### src/rtl/brcmp_pkg.sv
package brcmp_pkg;

  localparam int unsigned DATA_W = 32;
  localparam int unsigned OFS_W  = 10;
  localparam int unsigned COND_W = 4;

  // The encoding is fixed: the instruction decoder places it in the opcode.
  typedef enum logic [COND_W-1:0] {
    BC_EQ  = 4'd0,
    BC_NE  = 4'd1,
    BC_LT  = 4'd2,
    BC_GT  = 4'd3,
    BC_LTU = 4'd4,
    BC_GTU = 4'd5,
    BC_GE  = 4'd6,
    BC_LE  = 4'd7,
    BC_GEU = 4'd8,
    BC_LEU = 4'd9
  } br_cond_e;

endpackage

### src/rtl/brcmp_opnd_latch.sv
module brcmp_opnd_latch #(
  parameter int unsigned W = 32
) (
  input  logic         clk,
  input  logic         rst_n,
  input  logic         cap_en,
  input  logic [W-1:0] in_l,
  input  logic [W-1:0] in_r,
  output logic [W-1:0] opnd_l,
  output logic [W-1:0] opnd_r
);

  logic [W-1:0] l_q, l_d;
  logic [W-1:0] r_q, r_d;

  always_comb begin
    l_d = l_q;
    r_d = r_q;
    if (cap_en) begin
      l_d = in_l;
      r_d = in_r;
    end
  end

  always_ff @(posedge clk or negedge rst_n) begin
    if (!rst_n) begin
      l_q <= '0;
      r_q <= '0;
    end else begin
      l_q <= l_d;
      r_q <= r_d;
    end
  end

  assign opnd_l = l_q;
  assign opnd_r = r_q;

  // a strobe stores both operands in their own slots
  p_capture_r2: assert property (@(posedge clk) disable iff (!rst_n)
    cap_en |=> (opnd_l == $past(in_l)) && (opnd_r == $past(in_r)));

  // without a strobe the stored pair stays put
  p_hold_r2: assert property (@(posedge clk) disable iff (!rst_n)
    !cap_en |=> $stable(opnd_l) && $stable(opnd_r));

endmodule

### src/rtl/brcmp_rel_eval.sv
module brcmp_rel_eval
  import brcmp_pkg::*;
#(
  parameter int unsigned W = 32
) (
  input  logic [COND_W-1:0] cond,
  input  logic [W-1:0]      opnd_l,
  input  logic [W-1:0]      opnd_r,
  output logic              take,
  output logic              bad_cond
);

  logic is_eq, s_lt, u_lt;

  always_comb begin
    is_eq = (opnd_l == opnd_r);
    s_lt  = ($signed(opnd_l) < $signed(opnd_r));
    u_lt  = (opnd_l < opnd_r);
  end

  always_comb begin
    take     = 1'b0;
    bad_cond = 1'b0;
    case (br_cond_e'(cond))
      BC_EQ:   take = is_eq;
      BC_NE:   take = !is_eq;
      BC_LT:   take = s_lt;
      BC_GT:   take = !s_lt && !is_eq;
      BC_GE:   take = !s_lt;
      BC_LE:   take = s_lt || is_eq;
      BC_LTU:  take = u_lt;
      BC_GTU:  take = !u_lt && !is_eq;
      BC_GEU:  take = !u_lt;
      BC_LEU:  take = u_lt || is_eq;
      default: bad_cond = 1'b1;
    endcase
  end

endmodule

### src/rtl/brcmp_tgt_calc.sv
module brcmp_tgt_calc #(
  parameter int unsigned W     = 32,
  parameter int unsigned OFS_W = 10
) (
  input  logic [W-1:0]     pc,
  input  logic [OFS_W-1:0] ofs,
  output logic [W-1:0]     seq_pc,
  output logic [W-1:0]     jump_pc
);

  localparam int unsigned EXT_W  = W - OFS_W - 1;
  localparam logic [W-1:0] STEP  = W'(2);

  logic [W-1:0] ofs_bytes;

  // sign-extend the half-word offset and scale it to bytes
  assign ofs_bytes = {{EXT_W{ofs[OFS_W-1]}}, ofs, 1'b0};

  always_comb begin
    seq_pc  = pc + STEP;
    jump_pc = seq_pc + ofs_bytes;
  end

endmodule

### src/rtl/brcmp_unit.sv
module brcmp_unit
  import brcmp_pkg::*;
#(
  parameter int unsigned W     = DATA_W,
  parameter int unsigned OFS_B = OFS_W
) (
  input  logic             clk,
  input  logic             rst_n,
  input  logic             cmp_en,
  input  logic [W-1:0]     cmp_a,
  input  logic [W-1:0]     cmp_b,
  input  logic             br_en,
  input  logic [3:0]       br_cond,
  input  logic [OFS_B-1:0] br_ofs,
  input  logic [W-1:0]     br_pc,
  output logic             res_valid,
  output logic             res_taken,
  output logic [W-1:0]     res_next_pc,
  output logic             res_illegal
);

  localparam logic [W-1:0] STEP = W'(2);
  localparam logic [3:0]   LAST_OK = 4'd9;

  logic [W-1:0] lat_l, lat_r;
  logic         take, bad_cond;
  logic [W-1:0] seq_pc, jump_pc;

  brcmp_opnd_latch #(.W(W)) u_latch (
    .clk    (clk),
    .rst_n  (rst_n),
    .cap_en (cmp_en),
    .in_l   (cmp_a),
    .in_r   (cmp_b),
    .opnd_l (lat_l),
    .opnd_r (lat_r)
  );

  brcmp_rel_eval #(.W(W)) u_eval (
    .cond     (br_cond),
    .opnd_l   (lat_l),
    .opnd_r   (lat_r),
    .take     (take),
    .bad_cond (bad_cond)
  );

  brcmp_tgt_calc #(.W(W), .OFS_W(OFS_B)) u_tgt (
    .pc      (br_pc),
    .ofs     (br_ofs),
    .seq_pc  (seq_pc),
    .jump_pc (jump_pc)
  );

  logic         vld_q, vld_d;
  logic         tkn_q, tkn_d;
  logic         ill_q, ill_d;
  logic [W-1:0] npc_q, npc_d;

  always_comb begin
    vld_d = br_en;
    tkn_d = tkn_q;
    ill_d = ill_q;
    npc_d = npc_q;
    if (br_en) begin
      tkn_d = take;
      ill_d = bad_cond;
      npc_d = take ? jump_pc : seq_pc;
    end
  end

  always_ff @(posedge clk or negedge rst_n) begin
    if (!rst_n) begin
      vld_q <= 1'b0;
      tkn_q <= 1'b0;
      ill_q <= 1'b0;
      npc_q <= '0;
    end else begin
      vld_q <= vld_d;
      tkn_q <= tkn_d;
      ill_q <= ill_d;
      npc_q <= npc_d;
    end
  end

  assign res_valid   = vld_q;
  assign res_taken   = tkn_q;
  assign res_illegal = ill_q;
  assign res_next_pc = npc_q;

  // one result pulse per branch, one cycle later
  p_valid_pulse_r3: assert property (@(posedge clk) disable iff (!rst_n)
    br_en |=> res_valid);

  // idle cycles leave the result fields alone
  p_idle_hold_r3: assert property (@(posedge clk) disable iff (!rst_n)
    !br_en |=> !res_valid && $stable(res_next_pc) && $stable(res_taken));

  // the illegal flag tracks the code range of the branch that produced it
  p_illegal_code_r8: assert property (@(posedge clk) disable iff (!rst_n)
    br_en |=> res_illegal == ($past(br_cond) > LAST_OK));

  // an illegal code never redirects the flow
  p_no_jump_illegal_r8: assert property (@(posedge clk) disable iff (!rst_n)
    res_valid && res_illegal |-> !res_taken);

  // fall-through result is the next half-word after the branch
  p_seq_pc_r7: assert property (@(posedge clk) disable iff (!rst_n)
    res_valid && !res_taken |-> res_next_pc == $past(br_pc) + STEP);

endmodule

### config.mk
export PLATFORM = sky130hd
export DESIGN_NAME = brcmp_unit
export DESIGN_NICKNAME = d
export VERILOG_FILES = /design/src/rtl/brcmp_pkg.sv /design/src/rtl/brcmp_opnd_latch.sv /design/src/rtl/brcmp_rel_eval.sv /design/src/rtl/brcmp_tgt_calc.sv /design/src/rtl/brcmp_unit.sv
export SDC_FILE = /design/constraint.sdc
export NUM_CORES = 1
export LEC_CHECK = 0
export ABC_AREA = 1
export BUFFER_PORTS_ARGS = -buffer_cell sky130_fd_sc_hd__buf_4
export CELL_PAD_IN_SITES_DETAIL_PLACEMENT = 1
export CELL_PAD_IN_SITES_GLOBAL_PLACEMENT = 1
export CORE_MARGIN = 1
export CORE_UTILIZATION = 41
export DETAILED_ROUTE_END_ITERATION = 6
export PLACE_DENSITY_LB_ADDON = 0.1
export SYNTH_ARGS = -nofsm -noshare
export SYNTH_HDL_FRONTEND = slang
export SYNTH_SLANG_ARGS = --single-unit
### constraint.sdc
create_clock -name clk -period 3.3 [get_ports clk]
set_input_delay 0.495 -clock clk [delete_from_list [all_inputs] [get_ports clk]]
set_output_delay 0.495 -clock clk [all_outputs]
set_load 0.01 [all_outputs]
==> run summary <==
=====================================================================================
Most frequent standard cell in the layout excluding fill and tap cells .        buf_4
Number of flops mapped to enable cells by yosys ........................            0
Number of antenna violations at the first check in global routing ......            0
Max-capacitance violation count ........................................            0
Number of buffers inserted by port buffering ...........................          148
DRC violation total after the first TritonRoute iteration ..............          713
Buffer and inverter count on the worst path ............................            7
Wire length of the first global-routing pass ...........................    43,800 um
Kind of capture point of the worst setup path ..........................    flip-flop
Leftover overflow at the end of global routing .........................            0
Max Root-Sink Buffers ..................................................            2
Worst setup path category ..............................................    in -> reg
GR Util met2 ...........................................................        0.530
Final worst setup slack ................................................      -318 ps
Syn_nets ...............................................................        1,227
Achievable Freq ........................................................      276 MHz
Share of async-settable or async-resettable flops after synthesis ......         1.00
Setup Skew .............................................................      10.2 ps
Yosys warning count ....................................................            0
Setup repair after global routing missed its margin ....................          yes
Total length of routed wires ...........................................    33,900 um
Violations in the final reports ........................................ design-rule violations, negative setup slack
Drt pass-1 iters .......................................................            7
Number of pins with negative max-slew slack in the final report ........            0
Reg2reg setup slack ....................................................       210 ps
Clock transition at the registers of the reported paths ................        80 ps
Biggest fanout along the worst timing path .............................            4
Area of the placeable core .............................................  18,100 um^2
Syn avg cell area ......................................................    7.32 um^2
Number of standard-cell rows in the floorplan ..........................           49
Fraction of layout instances using a drive strength above 1 ............        0.404
Worst Setup Slack post-DPL .............................................      -975 ps
Total Die Area .........................................................  19,300 um^2
Avg WL per Cell ........................................................      20.9 um
CTS sink count .........................................................           99
Global routing usage summed across all routing layers ..................        0.284
Synthesized instance count .............................................        1,049
Floorplan die width ....................................................       139 um
Worst-Skew Late Latency ................................................       350 ps
Max-slew headroom ......................................................        0.256
Top cell family by delay on the critical path .......................... compound AO/OA/AOI/OAI gates
Worst-margin pin slew ..................................................      1100 ps
Hold buffer count at cts ...............................................            0
Commonest non-fill, non-tap cells in the layout ........................ buf_4, nand2_1, inv_1
Maximum resistive drop on vdd ..........................................     0.227 mV
Placed wire-length estimate after detailed placement ...................    20,800 um
Netlist cell types .....................................................           39
Min-delay worst type ...................................................  in -> async
Final setup vio count ..................................................           17
Post-synthesis sequential element count ................................           99
Data arrival, critical path ............................................      3850 ps
Cell at the root of the clock tree .....................................    clkbuf_16
Vertical die dimension .................................................       139 um
TritonCTS Buffers ......................................................            9
Initial core utilization ...............................................        0.423
Residual DRC count .....................................................           12
Global-route layer with the greatest usage .............................         met2
Boundary pin count .....................................................          149
Vias per Instance ......................................................         5.66
Final worst path period share ..........................................         1.10
Worst-path cell chain .................................................. buf_6 > clkinvlp_4 > buf_4 > nor3_4 > buf_4 > inv_1 > nor2_2 > xor2_2 > inv_1 > ha_1 > nand2_1 > inv_1 > a21oi_2 > a21boi_4 > o21ai_4 > a21oi_2 > o21bai_1 > xnor2_1 > nand2_1 > nand3_1 > nand2_1
Design Power ...........................................................      4.53 mW
Number of global-route vias before repair ..............................        9,100
Worst Setup Start Kind ................................................. primary input
Minimum clock period after layout ......................................      3620 ps
Required time of the critical path .....................................      3540 ps
Final Hold Violating Endpoints .........................................            0
Largest incremental delay on the critical path .........................       330 ps
Pwr per Cell Area ......................................................  388 nW/um^2
Clock tree from TritonCTS ..............................................         done
Final weighted congestion in routability-driven placement ..............        0.909
CP max-delay cell ......................................................         ha_1
Net count reported at finish ...........................................        1,564
Leakage dissipation ....................................................      6.04 nW
Run status ............................................................. complete, but fails checks
Remaining number of nets flagged by the antenna check after routing ....            0
Area growth from synthesis to layout ...................................        52.2%
Maximum number of pins on one net before global-route repair ...........           97
Total standard cell area after synthesis ...............................    7680 um^2
Met3 Usage GRT .........................................................       0.0262
Global routing usage on met1 ...........................................        0.331
Count of H-tree levels built during CTS ................................            3
Total vias in the final route ..........................................        9,164
Most common flop cell mapped by yosys ..................................      dfrtp_1
Part of the Yosys area used for sequential elements ....................        0.322
Diodes inserted ........................................................            0
=====================================================================================
==> layout make-up <==
type / count / area [um^2]
fillers: 2216 / 6450
multi-input cells: 772 / 5340
repair buffers: 356 / 2700
flip-flops and latches: 99 / 2480
inverters: 148 / 566
well taps: 229 / 287
clock buffers: 10 / 229
clock inverters: 6 / 93.8
==> report_power, final <==
group          internal [mW]  switching [mW]  total (mW)
clock                  0.674           0.503        1.18
sequential              1.37          0.0882        1.46
combinational          0.833            1.07        1.90
==> sequential cells by signal, indices dropped and copies added, names as in the netlist <==
register,cells
res_illegal,1
res_valid,1
res_taken,1
res_next_pc,32
u_latch.opnd_r,32
u_latch.opnd_l,32
==> synth_stat cells, types with 17 or more instances <==
library cell | number | share of area
inv_1 | 147 | 0.072
nand4_1 | 46 | 0.037
xor2_1 | 34 | 0.039
a21oi_1 | 46 | 0.030
nor3_1 | 17 | 0.011
o21ai_0 | 53 | 0.035
nand2_1 | 292 | 0.14
dfrtp_1 | 99 | 0.32
mux2_2 | 32 | 0.047
nand3_1 | 57 | 0.037
nor2_1 | 63 | 0.031
ha_1 | 63 | 0.10
==> kinds of logic after synthesis <==
| family | Yosys count | share of synthesized area |
|---|---|---|
| XOR/XNOR | 50 | 0.0570 |
| adder cells (fa/ha/maj) | 64 | 0.105 |
| AND/OR/NAND/NOR | 496 | 0.281 |
| flip-flops | 99 | 0.322 |
| AO/OA/AOI/OAI | 130 | 0.0951 |
| buffers and inverters | 178 | 0.0920 |
| multiplexers | 32 | 0.0469 |
==> worst paths after layout <==
check | from | cells past startpoint | to
min reg2reg | res_next_pc[0] | 2 | res_next_pc[0]
min in group clk | br_pc[0] | 3 | res_next_pc[0]
max | br_pc[5] | 21 | res_next_pc[23]
min | rst_n | 1 | u_latch.opnd_l[4]
max in group asynchronous | rst_n | 2 | u_latch.opnd_l[13]
max reg2reg | u_latch.opnd_l[31] | 16 | res_next_pc[29]
==> per-stage QoR <==
stage / cell area (um^2) / TNS, ps / hold slack (ps) / cells / utilization
floorplan: 7690 / 0 / 199 / 1049 / -
global placement: 10300 / -8770 / 457 / 1581 / 0.569
detailed placement: 10300 / -9960 / 465 / 1581 / 0.569
CTS: 10800 / 0 / 211 / 1600 / 0.596
global route: 11700 / -5260 / 242 / 1620 / 0.644
finish: 11700 / -2900 / 181 / 1620 / 0.644
==> layer usage <==
metal / wire length, um / up-vias
met5: 0 / -
met4: 2040 / 0
met3: 2090 / 161
met2: 17200 / 457
met1: 12600 / 4446
li1: - / 4100
==> timing repair <==
| item | in CTS | in global routing |
|---|---|---|
| gates cloned | 0 | 0 |
| setup endpoints to repair | 14 | 21 |
| resized for setup | 35 | 168 |
| pin swaps | 13 | 83 |
| buffers inserted | 3 | 21 |
Power figures use the tool's default switching activity.
